$ cat src/rtl/ci_bridge_pkg.sv
package ci_bridge_pkg;

  localparam int CARD_AW = 14;
  localparam int NSLOT   = 2;

  localparam logic [2:0] OFS_ADDR_LO = 3'd0;
  localparam logic [2:0] OFS_ADDR_HI = 3'd1;
  localparam logic [2:0] OFS_CTRL    = 3'd2;
  localparam logic [2:0] OFS_DATA    = 3'd3;
  localparam logic [2:0] OFS_IRQ     = 3'd4;

  typedef enum logic [1:0] {H_IDLE, H_CARD, H_ACK} host_st_t;
  typedef enum logic       {C_IDLE, C_ACTIVE}      card_st_t;
  typedef enum logic [1:0] {R_IDLE, R_PULSE, R_WAIT} rst_st_t;

  typedef struct packed {
    logic               slot;
    logic               space;
    logic               we;
    logic [CARD_AW-1:0] addr;
    logic [7:0]         wdata;
  } cyc_req_t;

endpackage

$ cat src/rtl/ci_card_cycle.sv
module ci_card_cycle
  import ci_bridge_pkg::*;
#(
  parameter int STROBE_MIN  = 3,
  parameter int CYC_TIMEOUT = 64
) (
  input  logic               clk,
  input  logic               rst_n,
  input  logic               start,
  input  cyc_req_t           req,
  input  logic [7:0]         card_rdata,
  input  logic [NSLOT-1:0]   card_wait,
  output logic               done,
  output logic [7:0]         done_rdata,
  output logic [NSLOT-1:0]   card_sel,
  output logic               card_we,
  output logic               card_space,
  output logic [CARD_AW-1:0] card_addr,
  output logic [7:0]         card_wdata
);

  localparam int CNT_W = $clog2(CYC_TIMEOUT + 1);
  localparam logic [CNT_W-1:0] MIN_LAST = CNT_W'(STROBE_MIN - 1);
  localparam logic [CNT_W-1:0] TMO_LAST = CNT_W'(CYC_TIMEOUT - 1);

  card_st_t         st_q, st_d;
  logic [CNT_W-1:0] cnt_q, cnt_d;
  cyc_req_t         cur_q;
  logic             cur_en;
  logic             finish_ok, finish_tmo;

  assign finish_ok  = (st_q == C_ACTIVE) && (cnt_q >= MIN_LAST) && !card_wait[cur_q.slot];
  assign finish_tmo = (st_q == C_ACTIVE) && !finish_ok && (cnt_q == TMO_LAST);
  assign cur_en     = (st_q == C_IDLE) && start;

  always_comb begin
    st_d  = st_q;
    cnt_d = cnt_q;
    case (st_q)
      C_IDLE: begin
        cnt_d = '0;
        if (start) st_d = C_ACTIVE;
      end
      C_ACTIVE: begin
        if (finish_ok || finish_tmo) begin
          st_d  = C_IDLE;
          cnt_d = '0;
        end else begin
          cnt_d = cnt_q + 1'b1;
        end
      end
      default: st_d = C_IDLE;
    endcase
  end

  always_ff @(posedge clk or negedge rst_n) begin
    if (!rst_n) begin
      st_q  <= C_IDLE;
      cnt_q <= '0;
      cur_q <= '0;
    end else begin
      st_q  <= st_d;
      cnt_q <= cnt_d;
      if (cur_en) cur_q <= req;
    end
  end

  assign done       = finish_ok || finish_tmo;
  assign done_rdata = finish_ok ? card_rdata : 8'hFF;
  assign card_sel   = (st_q == C_ACTIVE) ? (NSLOT'(1) << cur_q.slot) : '0;
  assign card_we    = cur_q.we;
  assign card_space = cur_q.space;
  assign card_addr  = cur_q.addr;
  assign card_wdata = cur_q.wdata;

endmodule

$ cat src/rtl/ci_slot_reset.sv
module ci_slot_reset
  import ci_bridge_pkg::*;
#(
  parameter int RST_PULSE   = 16,
  parameter int RST_TIMEOUT = 1 << 20
) (
  input  logic clk,
  input  logic rst_n,
  input  logic start,
  input  logic card_ready,
  output logic busy,
  output logic card_rst
);

  localparam int CMAX  = (RST_PULSE > RST_TIMEOUT) ? RST_PULSE : RST_TIMEOUT;
  localparam int CNT_W = $clog2(CMAX + 1);
  localparam logic [CNT_W-1:0] PULSE_LAST = CNT_W'(RST_PULSE - 1);
  localparam logic [CNT_W-1:0] TMO_LAST   = CNT_W'(RST_TIMEOUT - 1);

  rst_st_t          st_q, st_d;
  logic [CNT_W-1:0] cnt_q, cnt_d;

  always_comb begin
    st_d  = st_q;
    cnt_d = cnt_q;
    case (st_q)
      R_IDLE: begin
        cnt_d = '0;
        if (start) st_d = R_PULSE;
      end
      R_PULSE: begin
        if (cnt_q == PULSE_LAST) begin
          st_d  = R_WAIT;
          cnt_d = '0;
        end else begin
          cnt_d = cnt_q + 1'b1;
        end
      end
      R_WAIT: begin
        if (card_ready || (cnt_q == TMO_LAST)) begin
          st_d  = R_IDLE;
          cnt_d = '0;
        end else begin
          cnt_d = cnt_q + 1'b1;
        end
      end
      default: st_d = R_IDLE;
    endcase
  end

  always_ff @(posedge clk or negedge rst_n) begin
    if (!rst_n) begin
      st_q  <= R_IDLE;
      cnt_q <= '0;
    end else begin
      st_q  <= st_d;
      cnt_q <= cnt_d;
    end
  end

  assign busy     = (st_q != R_IDLE);
  assign card_rst = (st_q == R_PULSE);

endmodule

$ cat src/rtl/ci_detect.sv
module ci_detect
  import ci_bridge_pkg::*;
#(
  parameter int N = 2
) (
  input  logic         clk,
  input  logic         rst_n,
  input  logic [N-1:0] absent_in,
  input  logic         clr,
  output logic [N-1:0] absent_s,
  output logic         pend
);

  logic [N-1:0] s1_q, s2_q, s3_q;
  logic         pend_q, pend_d;
  logic         changed;

  assign changed = |(s2_q ^ s3_q);

  always_comb begin
    pend_d = pend_q;
    if (clr)     pend_d = 1'b0;
    if (changed) pend_d = 1'b1;
  end

  always_ff @(posedge clk or negedge rst_n) begin
    if (!rst_n) begin
      s1_q   <= '1;
      s2_q   <= '1;
      s3_q   <= '1;
      pend_q <= 1'b0;
    end else begin
      s1_q   <= absent_in;
      s2_q   <= s1_q;
      s3_q   <= s2_q;
      pend_q <= pend_d;
    end
  end

  assign absent_s = s2_q;
  assign pend     = pend_q;

endmodule

$ cat src/rtl/ci_slot_bridge.sv
module ci_slot_bridge
  import ci_bridge_pkg::*;
#(
  parameter int STROBE_MIN  = 3,
  parameter int CYC_TIMEOUT = 64,
  parameter int RST_PULSE   = 16,
  parameter int RST_TIMEOUT = 1 << 20
) (
  input  logic               clk,
  input  logic               rst_n,
  input  logic               host_req,
  input  logic               host_we,
  input  logic [2:0]         host_addr,
  input  logic [7:0]         host_wdata,
  output logic               host_ack,
  output logic [7:0]         host_rdata,
  output logic [1:0]         card_sel,
  output logic               card_we,
  output logic               card_space,
  output logic [13:0]        card_addr,
  output logic [7:0]         card_wdata,
  input  logic [7:0]         card_rdata,
  input  logic [1:0]         card_wait,
  output logic [1:0]         card_rst,
  input  logic [1:0]         card_ready,
  input  logic [1:0]         card_absent,
  output logic [1:0]         ts_en,
  output logic               irq
);

  localparam int LO_W = 7;
  localparam int HI_W = CARD_AW - LO_W;

  host_st_t        hst_q, hst_d;
  logic [LO_W-1:0] addr_lo_q;
  logic [HI_W-1:0] addr_hi_q;
  logic            slot_q, space_q;
  logic [1:0]      ts_q;
  logic [7:0]      rdata_q, rdata_d;
  logic            rdata_en;

  logic            acc, wr_acc, rd_reg_acc;
  logic            wr_lo, wr_hi, wr_ctrl, wr_irq, start_card;
  logic [1:0]      rst_busy, rst_start;
  logic [1:0]      absent_s;
  logic            pend;
  logic            cyc_done;
  logic [7:0]      cyc_rdata;
  logic [7:0]      ctrl_view, reg_view;
  cyc_req_t        cyc_req;

  assign acc        = (hst_q == H_IDLE) && host_req;
  assign wr_acc     = acc && host_we;
  assign rd_reg_acc = acc && (host_addr != OFS_DATA);
  assign wr_lo      = wr_acc && (host_addr == OFS_ADDR_LO);
  assign wr_hi      = wr_acc && (host_addr == OFS_ADDR_HI);
  assign wr_ctrl    = wr_acc && (host_addr == OFS_CTRL);
  assign wr_irq     = wr_acc && (host_addr == OFS_IRQ) && host_wdata[0];
  assign start_card = acc && (host_addr == OFS_DATA);

  assign rst_start[0] = wr_ctrl && host_wdata[5] && !rst_busy[0];
  assign rst_start[1] = wr_ctrl && host_wdata[4] && !rst_busy[1];

  assign ctrl_view = {slot_q, space_q, rst_busy[0], rst_busy[1],
                      ts_q[0], ts_q[1], absent_s[0], absent_s[1]};

  always_comb begin
    case (host_addr)
      OFS_ADDR_LO: reg_view = {addr_lo_q, 1'b0};
      OFS_ADDR_HI: reg_view = {1'b0, addr_hi_q};
      OFS_CTRL:    reg_view = ctrl_view;
      OFS_IRQ:     reg_view = {7'd0, pend};
      default:     reg_view = 8'd0;
    endcase
  end

  always_comb begin
    cyc_req.slot  = slot_q;
    cyc_req.space = space_q;
    cyc_req.we    = host_we;
    cyc_req.addr  = {addr_hi_q, addr_lo_q};
    cyc_req.wdata = host_wdata;
  end

  // host-side sequencing
  always_comb begin
    hst_d    = hst_q;
    rdata_en = 1'b0;
    rdata_d  = rdata_q;
    case (hst_q)
      H_IDLE: begin
        if (start_card) begin
          hst_d = H_CARD;
        end else if (acc) begin
          hst_d = H_ACK;
          if (rd_reg_acc && !host_we) begin
            rdata_en = 1'b1;
            rdata_d  = reg_view;
          end
        end
      end
      H_CARD: begin
        if (cyc_done) begin
          hst_d    = H_ACK;
          rdata_en = !card_we;
          rdata_d  = cyc_rdata;
        end
      end
      H_ACK:   hst_d = H_IDLE;
      default: hst_d = H_IDLE;
    endcase
  end

  always_ff @(posedge clk or negedge rst_n) begin
    if (!rst_n) begin
      hst_q     <= H_IDLE;
      rdata_q   <= '0;
      addr_lo_q <= '0;
      addr_hi_q <= '0;
      slot_q    <= 1'b0;
      space_q   <= 1'b0;
      ts_q      <= '0;
    end else begin
      hst_q <= hst_d;
      if (rdata_en) rdata_q <= rdata_d;
      if (wr_lo)    addr_lo_q <= host_wdata[7:1];
      if (wr_hi)    addr_hi_q <= host_wdata[HI_W-1:0];
      if (wr_ctrl) begin
        slot_q  <= host_wdata[7];
        space_q <= host_wdata[6];
        ts_q    <= {host_wdata[2], host_wdata[3]};
      end
    end
  end

  assign host_ack   = (hst_q == H_ACK);
  assign host_rdata = rdata_q;
  assign ts_en      = ts_q;
  assign irq        = pend;

  ci_card_cycle #(
    .STROBE_MIN (STROBE_MIN),
    .CYC_TIMEOUT(CYC_TIMEOUT)
  ) u_cycle (
    .clk       (clk),
    .rst_n     (rst_n),
    .start     (start_card),
    .req       (cyc_req),
    .card_rdata(card_rdata),
    .card_wait (card_wait),
    .done      (cyc_done),
    .done_rdata(cyc_rdata),
    .card_sel  (card_sel),
    .card_we   (card_we),
    .card_space(card_space),
    .card_addr (card_addr),
    .card_wdata(card_wdata)
  );

  for (genvar g = 0; g < NSLOT; g++) begin : g_rst
    ci_slot_reset #(
      .RST_PULSE  (RST_PULSE),
      .RST_TIMEOUT(RST_TIMEOUT)
    ) u_rst (
      .clk       (clk),
      .rst_n     (rst_n),
      .start     (rst_start[g]),
      .card_ready(card_ready[g]),
      .busy      (rst_busy[g]),
      .card_rst  (card_rst[g])
    );
  end

  ci_detect #(.N(NSLOT)) u_det (
    .clk      (clk),
    .rst_n    (rst_n),
    .absent_in(card_absent),
    .clr      (wr_irq),
    .absent_s (absent_s),
    .pend     (pend)
  );

endmodule

$ cat config.mk
export PLATFORM = sky130hd
export DESIGN_NAME = ci_slot_bridge
export DESIGN_NICKNAME = d
export VERILOG_FILES = /design/src/rtl/ci_bridge_pkg.sv /design/src/rtl/ci_card_cycle.sv /design/src/rtl/ci_slot_reset.sv /design/src/rtl/ci_detect.sv /design/src/rtl/ci_slot_bridge.sv
export SDC_FILE = /design/constraint.sdc
export NUM_CORES = 1
export LEC_CHECK = 0
export CAP_MARGIN = 5
export CORE_UTILIZATION = 45
export CTS_CLUSTER_SIZE = 28
export DETAILED_ROUTE_END_ITERATION = 10
export MAX_ROUTING_LAYER = met4
export PLACE_DENSITY = 0.74
export SLEW_MARGIN = 0
export SYNTH_ARGS = -nofsm -noshare
export SYNTH_HDL_FRONTEND = slang
export SYNTH_HIERARCHICAL = 1
export SYNTH_SLANG_ARGS = --single-unit
$ cat constraint.sdc
create_clock -name clk -period 3.4 [get_ports clk]
set_input_delay 0.68 -clock clk [delete_from_list [all_inputs] [get_ports clk]]
set_output_delay 0.68 -clock clk [all_outputs]
set_load 0.05 [all_outputs]
==> results of run 1 <==
[routing by layer]
metal	track usage (%)	up-vias	part of all wire, %
met5	-	-	0
met3	4.99	17	5.6
met1	26.0	2182	45
met2	32.4	121	48
met4	7.68	0	1.5
li1	-	2101	-
[cell usage in the layout, fill, tap and decap left out, types with 6 or more instances in the layout]
cell and instances:
ha_1 14, nor2_1 56, a21oi_1 21, mux2_2 42
or3_1 10, clkbuf_16 17, mux2i_1 10, mux2_4 7
and3_1 11, nor4_1 9, a21o_1 8, and2_1 7
nand4_1 10, xnor2_1 6, o21ai_0 18, dfrtp_1 108
dfstp_2 6, nand2_1 32, xor2_1 8, nand3_1 22
inv_1 17, clkdlybuf4s50_1 67, a31oi_1 22, a22o_1 18
nand3b_1 7
[per-stage QoR]
stage | hold WS (ns) | instance area, um^2 | cells | worst slack, ns
global route | 0.353 | 7260 | 795 | 0.543
detailed placement | 0.349 | 6670 | 763 | 0.420
CTS | 0.329 | 7260 | 795 | 0.597
finish | 0.313 | 7260 | 795 | 0.593
global placement | 0.346 | 6670 | 763 | 0.496
floorplan | 0.345 | 5980 | 558 | 1.04
[area by class of cell]
cell class              count  area [um^2]  area share, %
clock buffers              20          467           6.43
flip-flops and latches    114         2860           39.4
inverters                  19         71.3          0.982
multi-input cells         384         2770           38.1
clock inverters            12          130           1.79
well taps                 172          215           2.96
repair buffers             74          748           10.3
[how the worst min path moves through the flow]
stage | endpoint | from | slack, ns
6_report | u_det/pend$_DFFE_PN0P_ | rst_n | 0.31
5_1_grt | u_det/absent_s[0]$_DFF_PN1_ | u_det/s1_q[0]$_DFF_PN1_ | 0.35
3_3_place_gp | u_det/absent_s[0]$_DFF_PN1_ | u_det/s1_q[0]$_DFF_PN1_ | 0.35
4_1_cts | u_det/pend$_DFFE_PN0P_ | rst_n | 0.33
2_1_floorplan | u_det/absent_s[0]$_DFF_PN1_ | u_det/s1_q[0]$_DFF_PN1_ | 0.35
3_5_place_dp | u_det/absent_s[1]$_DFF_PN1_ | u_det/s1_q[1]$_DFF_PN1_ | 0.35
[registers in the layout, summed over array words and instances, names as in the netlist, 4 cells and up]
name / cells
host_rdata: 8
addr_lo_q: 7
g_rst.u_rst/st_q: 4
g_rst.u_rst/cnt_q: 42
addr_hi_q: 7
u_cycle/card_addr: 14
u_cycle/card_wdata: 8
u_cycle/cnt_q: 7
[cells by family (layout without fill, tap and decap cells)]
| group | after synthesis | in the layout | share of synthesized area, % |
|---|---|---|---|
| adder cells (fa/ha/maj) | 14 | 14 | 2.93 |
| XOR/XNOR | 14 | 14 | 2.05 |
| buffers and inverters | 60 | 125 | 5.92 |
| flip-flops | 114 | 114 | 47.8 |
| AND/OR/NAND/NOR | 192 | 192 | 17.2 |
| multiplexers | 59 | 59 | 11.3 |
| AO/OA/AOI/OAI | 105 | 105 | 12.8 |
[worst max-delay path: stages, from the launching register on]
cell,delay [ns]
dfrtp_1,0.41
inv_1,0.12
ha_1,0.31
clkdlybuf4s50_1,0.86
[power groups by stage]
| stage | clock, mW | sequential (mW) | combinational [mW] |
|---|---|---|---|
| global placement | 0 | 1.92 | 2.34 |
| detailed placement | 0 | 1.95 | 2.39 |
| global route | 1.87 | 1.97 | 2.56 |
| floorplan | 0 | 2.06 | 1.78 |
| finish | 1.77 | 1.92 | 2.40 |
| CTS | 1.80 | 1.93 | 2.41 |
==> summary.txt, run 1 <==
Critical path
  – End of the critical path: card_rst[1]
  – Reg2reg start: u_cycle/cnt_q[0]$_DFF_PN0_
  – Largest fanout on the critical path: 4
  – CP startpoint kind: flip-flop
  – Flop2flop setup slack: 0.91 ns
  – R2R depth: 10
  – R2R Path End: host_rdata[7]$_DFFE_PN0P_
  – Req. time, crit path: 2.72 ns
  – Critical Path AT: 2.13 ns
  – CP Launch Point: g_rst[1].u_rst/st_q[1]$_DFFE_PN0P_
  – Critical Path End Type: output port
  – CP Class: reg -> out

STA
  – RSZ-0062 raised after global routing: false
  – Setup TNS Final: 0 ns
  – Fmax achieved: 356 MHz
  – Final worst path period share: 82.6%
  – Min Tclk post-route: 2.81 ns
  – Max-slew headroom: 43.5%
  – Worst slew pin tran: 0.847 ns
  – Final Hold Fails: 0
  – Clock Skews: 0.00726 ns
  – Setup violators final: 0
  – Slew Viols, Final: 0

Drt
  – DRT iter0 DRCs: 297
  – Via Count: 4421
  – WL final: 12.6 mm
  – Avg WL per Cell: 15.9 um
  – Vias/cell: 5.56
  – DRC violations left: 0
  – Initial DRT Pass Iterations: 5
  – Antenna Violating Nets Remaining: 0

Cells and area
  – Area grow syn2layout: 21.4%
  – Ant diodes: 0
  – Fillers: 1046
  – Share of cells above drive strength 1: 17.5%
  – Finished Core Util: 56.9%
  – Nets@finish: 653

Clock network
  – Clock-pin transition on the worst setup and hold timing paths: 0.05 ns
  – H-tree depth: 4
  – Root Driver: clkbuf_16
  – Clock sinks: 114
  – Clock network latency to the later pin of the worst-skew pair: 0.41 ns
  – Maximum root-to-sink buffer count: 2
  – Hold buffer count at CTS: 0
  – Post_cts resized: 0
  – Setup Fix Bufs, Post-CTS: 0
  – TritonCTS clock tree: done
  – Number of CTS-inserted buffers: 17

Power
  – PwrDens: 838 nW/um^2
  – Leak: 3.22 nW
  – Switching Share: 38.8%
  – Peak supply drop: 417 uV
  – NetSw: 2.36 mW
  – Reg power frac: 31.6%
  – Total Power: 6.09 mW
  – Clock Power Share: 29.0%
  – Pint: 3.73 mW
  – Combinational share of power: 39.4%

Die
  – Die ar.: 13800 um^2
  – # IOs: 69
  – Die extent in x: 117 um
  – Cell row count: 41
  – Core ar.: 12800 um^2
  – Initial core utilization: 46.8%
  – Die height: 117 um

Logic synthesis
  – Ys async rst share: 100%
  – Post-synth EDFFs: 0
  – Syn_nets: 601
  – Synth top area share: 45.2%
  – Netlist cell types: 53
  – Netlist Area Pre-Place: 5980 um^2
  – #FFs+latches synth: 114
  – Post-synth top flop: dfrtp_1
  – Post-synth top cells: 108 x dfrtp_1, 56 x nor2_1, 42 x mux2_2
  – Part of the Yosys area used for sequential elements: 47.8%
  – Mean Syn Cell Area: 10.7 um^2
  – Synth area leaders: dfrtp_1 45%, mux2_2 7.9%, nor2_1 3.5%
  – Post-synth top area cell: dfrtp_1
  – Synth warnings: 6
  – Top-count cell post-synth: dfrtp_1
  – Cell count after synthesis: 558

GRT
  – Number of global-route vias before repair: 4304
  – First-pass GRT wire length: 20.9 mm
  – Grt ovf: 0
  – Pin count of the biggest net entering global routing: 61
  – Gr usage total: 20.7%
  – Initial antenna violation count: 0

Placement
  – Placer Congestion: 0.885
  – DP HPWL: 8.75 mm
  – Buffers on Ports: 68

Run status
  – Outcome: completed

Job
  – Max-cap viol count: 0

Worst hold path
  – Hold Crit Class: in -> async
(Power assumes the default switching activity.)
==> inputs of run 2 (changes only) <==
- PLACE_DENSITY: 0.74 -> 0.77
- clock period: 3.4 -> 2.5 ns (I/O delays scaled with it)
==> summary.txt, run 2 (synthesis gave the netlist of run 1 again) <==
STA
  – Worst slew pin tran: 0.727 ns
  – RSZ-0062 raised after global routing: false
  – Clock Skews: 0.00475 ns
  – Slew Viols, Final: 0
  – Max-slew headroom: 51.5%
  – Setup TNS Final: 0 ns
  – Final Hold Fails: 0
  – Setup violators final: 0
  – Final worst path period share: 93.2%
  – Fmax achieved: 429 MHz
  – Min Tclk post-route: 2.33 ns

Critical path
  – CP Launch Point: g_rst[0].u_rst/cnt_q[0]$_DFFE_PN0P_
  – CP Class: reg -> reg
  – CP startpoint kind: flip-flop
  – Req. time, crit path: 2.79 ns
  – Largest fanout on the critical path: 34
  – Reg2reg start: g_rst[0].u_rst/cnt_q[0]$_DFFE_PN0P_
  – Critical Path End Type: flip-flop
  – Critical Path AT: 2.62 ns

Job
  – Max-cap viol count: 0

Placement
  – Placer Congestion: 0.843
  – Buffers on Ports: 68
  – Dpl cells: 778
  – DP HPWL: 8.91 mm

Drt
  – WL final: 12.9 mm
  – Via Count: 4472
  – DRC violations left: 0
  – Initial DRT Pass Iterations: 4
  – Vias/cell: 5.52
  – DRT iter0 DRCs: 310
  – Antenna Violating Nets Remaining: 0
  – Avg WL per Cell: 15.9 um

Cells and area
  – Layout Cells excl Fill: 810
  – Most frequent cells in the layout: 108 x dfrtp_1, 64 x clkdlybuf4s50_1, 56 x nor2_1
  – Ant diodes: 0
  – Max FFs per register: 42
  – Area grow syn2layout: 23.5%
  – Nets@finish: 668
  – Biggest register: g_rst.u_rst/cnt_q
  – Finished Core Util: 57.8%
  – Commonest non-fill, non-tap cell in the layout: dfrtp_1
  – Share of cells above drive strength 1: 19.6%

GRT
  – First-pass GRT wire length: 21.4 mm
  – Grt ovf: 0
  – Number of global-route vias before repair: 4413
  – Initial antenna violation count: 0
  – Gr usage total: 21.3%
  – Pin count of the biggest net entering global routing: 58

Power
  – Peak supply drop: 618 uV
  – Leak: 3.31 nW
  – Total Power: 8.38 mW
  – PwrDens: 1130 nW/um^2

Clock network
  – Clock-pin transition on the worst setup and hold timing paths: 0.05 ns
  – H-tree depth: 4
  – Clock sinks: 114
  – Number of CTS-inserted buffers: 17
  – Root Driver: clkbuf_16
  – TritonCTS clock tree: done
  – Maximum root-to-sink buffer count: 2
  – Clock network latency to the later pin of the worst-skew pair: 0.41 ns

Die
  – Initial core utilization: 46.8%
  – Core ar.: 12800 um^2
  – Cell row count: 41
  – Die ar.: 13800 um^2
  – Die extent in x: 117 um
  – # IOs: 69
  – Die height: 117 um

Worst hold path
  – Hold Crit Class: in -> async

Run status
  – Outcome: completed
## run 2: changes by cell type in the layout (fill, tap and decap cells not counted), sizes merged
| cell | delta |
|---|---|
| clkdlybuf4s50 | -3 |
| bufinv | +1 |
| dlymetal6s2s | +1 |
| clkinvlp | +3 |
| buf | +17 |
| clkinv | -4 |
## run 2: repair_timing
action                                  4_1_cts  5_1_grt
setup buffers                                 0        0
resized for setup                             0        1
endpoints found under the setup margin        0        1
hold buffers                                  0        0
## run 2: worst paths after layout
path / cells after the start / end / slack, ns
setup / recovery: 7 / g_rst[0].u_rst/cnt_q[19]$_DFFE_PN0P_ / 0.17
hold / removal: 1 / u_det/pend$_DFFE_PN0P_ / 0.03
setup reg to reg: 7 / g_rst[0].u_rst/cnt_q[19]$_DFFE_PN0P_ / 0.17
hold reg to reg: 0 / u_det/absent_s[1]$_DFF_PN1_ / 0.36
max in group asynchronous: 2 / u_det/s1_q[1]$_DFF_PN1_ / 1.71
min in group clk: 0 / u_det/absent_s[1]$_DFF_PN1_ / 0.36
## run 2: through the flow
step,instance area [um^2],hold slack (ns),setup slack [ns]
after floorplan,5980,0.204,0.244
after global placement,6770,0.347,-0.0408
after detailed placement,6770,0.349,-0.0664
after CTS,7380,0.0257,0.0106
after global routing,7390,0.0491,0.0108
final,7390,0.0301,0.169
## run 2: worst max-delay path, cell delays in order, from the launching register on
cell and delay (ns):
dfrtp_1 0.37, ha_1 0.23, nand3_2 0.14, or4_4 0.46
o2111ai_4 0.25, nand2_4 0.25, and3_1 0.25, a221o_1 0.26
## run 2: final cells by class
cell class                      count  area [um^2]
Multi-Input combinational cell    384         2770
Clock inverter                     12          155
Clock buffer                       20          457
Timing Repair Buffer               89          858
Fill cell                        1022         5390
Inverter                           19         71.3
Sequential cell                   114         2860
Tap cell                          172          215
## run 2: routing by layer
layer / GRT usage, % / wire, um
met4: 8.61 / 257
met1: 25.2 / 5830
met2: 34.1 / 6190
met5: - / 0
met3: 6.13 / 603
## run 2: where the power goes
part | total, mW | leakage, nW | switching [mW] | internal, mW
Sequential | 2.61 | 1.49 | 0.327 | 2.29
Combinational | 3.30 | 1.54 | 2.04 | 1.26
Clock | 2.47 | 0.285 | 0.854 | 1.62
Total | 8.38 | 3.31 | 3.22 | 5.17
==> inputs of run 3 (changes only) <==
- CAP_MARGIN: 5 -> 20
- HOLD_SLACK_MARGIN: unset -> 0.06
==> summary.txt, run 3 (synthesis gave the netlist of run 1 again) <==
Run status
  – Outcome: completed

Cells and area
  – Commonest non-fill, non-tap cell in the layout: dfrtp_1
  – Most frequent cells in the layout: 108 x dfrtp_1, 64 x clkdlybuf4s50_1, 56 x nor2_1
  – Ant diodes: 0
  – Nets@finish: 669
  – Max FFs per register: 42
  – Fin area: 7400 um^2
  – Biggest register: g_rst.u_rst/cnt_q
  – Layout Cells excl Fill: 811
  – Share of cells above drive strength 1: 19.6%
  – Area grow syn2layout: 23.7%
  – Fillers: 1021

Placement
  – Placed instance area: 6770 um^2
  – Placer Congestion: 0.843
  – Dpl cells: 778
  – Pre-CTS setup slack: -0.0664 ns
  – DP HPWL: 8.91 mm
  – Buffers on Ports: 68

GRT
  – First-pass GRT wire length: 21.4 mm
  – Busiest layer in global routing: met2
  – Met3 Use GR: 6.13%
  – Number of global-route vias before repair: 4413
  – GRT met1 Usage: 25.2%
  – Gr usage total: 21.3%
  – Met2 Usage GRT: 34.1%
  – Grt ovf: 0
  – Pin count of the biggest net entering global routing: 58
  – Initial antenna violation count: 0

Clock network
  – H-tree depth: 4
  – Clock sinks: 114
  – Clock-pin transition on the worst setup and hold timing paths: 0.05 ns
  – Root Driver: clkbuf_16
  – Clock network latency to the later pin of the worst-skew pair: 0.41 ns
  – Setup Fix Bufs, Post-CTS: 0
  – Number of CTS-inserted buffers: 17
  – TritonCTS clock tree: done
  – Maximum root-to-sink buffer count: 2

Critical path
  – CP delay by family, top: simple AND/OR/NAND/NOR gates
  – Critical-path top delay cell: or4_4
  – R2R depth: 7
  – Critical Path End Type: flip-flop
  – CP startpoint kind: flip-flop
  – Req. time, crit path: 2.79 ns
  – Critical path cell sequence: ha_1, nand3_2, or4_4, o2111ai_4, nand2_4, and3_1, a221o_1
  – CP Class: reg -> reg
  – Largest fanout on the critical path: 34
  – Crit path largest cell delay: 0.46 ns
  – Critical Path AT: 2.63 ns
  – Crit path buf inv count: 0
  – WP depth: 7

Drt
  – Vias/cell: 5.52
  – DRT iter0 DRCs: 281
  – WL final: 12.9 mm
  – Antenna Violating Nets Remaining: 0
  – Via Count: 4476
  – DRC violations left: 0
  – Initial DRT Pass Iterations: 4
  – Avg WL per Cell: 15.9 um

STA
  – Clock Skews: 0.00473 ns
  – Slew Viols, Final: 0
  – RSZ-0062 raised after global routing: false
  – Worst slew pin tran: 0.727 ns
  – Min Tclk post-route: 2.33 ns
  – Max-slew headroom: 51.5%
  – Final Hold Slack: 0.356 ns
  – Fmax achieved: 428 MHz
  – Final Hold Fails: 0
  – Setup violators final: 0
  – Final WS setup: 0.165 ns
  – Final worst path period share: 93.4%

Die
  – # IOs: 69
  – Die extent in x: 117 um
  – Die ar.: 13800 um^2
  – Die height: 117 um
  – Initial core utilization: 46.8%
  – Core ar.: 12800 um^2
  – Cell row count: 41

Power
  – PwrDens: 1130 nW/um^2
  – Total Power: 8.39 mW
  – Leak: 3.31 nW
  – Peak supply drop: 621 uV

Worst hold path
  – Hold Crit Class: reg -> reg
  – Hold Path Depth: 0

Job
  – Max-cap viol count: 0
==> run 3: per-stage QoR <==
| stage | TNS, ns | util (%) |
|---|---|---|
| final | 0 | 57.9 |
| after global routing | 0 | 57.9 |
| after CTS | 0 | 57.9 |
| after detailed placement | -0.640 | 53.0 |
| after global placement | -0.303 | 53.0 |
| after floorplan | 0 | - |
==> run 3: area by class of cell <==
cell class,count,area [um^2],area share (%)
Clock buffer,20,457,6.17
Clock inverter,12,155,2.10
Inverter,19,71.3,0.964
Multi-Input combinational cell,384,2770,37.4
Sequential cell,114,2860,38.7
Tap cell,172,215,2.91
Timing Repair Buffer,90,868,11.7
==> run 3: timing repair <==
item	in CTS	in global routing
resized for setup	0	1
hold endpoints to repair	27	0
hold buffers	1	0
setup endpoints to repair	0	1
==> run 3: path summary, 6_finish.rpt <==
kind                                                              to                           startpoint  slack, ns
worst max-delay path            g_rst[0].u_rst/cnt_q[19]$_DFFE_PN0P_  g_rst[0].u_rst/cnt_q[0]$_DFFE_PN0P_       0.17
worst min-delay path                     u_det/absent_s[1]$_DFF_PN1_              u_det/s1_q[1]$_DFF_PN1_       0.36
worst max register to register  g_rst[0].u_rst/cnt_q[19]$_DFFE_PN0P_  g_rst[0].u_rst/cnt_q[0]$_DFFE_PN0P_       0.17
worst min register to register           u_det/absent_s[1]$_DFF_PN1_              u_det/s1_q[1]$_DFF_PN1_       0.36
max in group asynchronous                    u_det/s1_q[1]$_DFF_PN1_                                rst_n       1.17
min in group asynchronous                     u_det/pend$_DFFE_PN0P_                                rst_n       0.57
==> run 3: metal layers <==
metal | up-vias | wire (um) | part of all wire (%)
met5 | - | 0 | 0
met4 | 0 | 257 | 2.0
met3 | 24 | 627 | 4.9
met2 | 109 | 6170 | 48
met1 | 2209 | 5850 | 45
li1 | 2134 | - | -
==> run 3: power by group <==
group / switching, mW / total [mW] / internal, mW
sequential: 0.328 / 2.61 / 2.29
combinational: 2.04 / 3.30 / 1.26
clock: 0.857 / 2.47 / 1.62
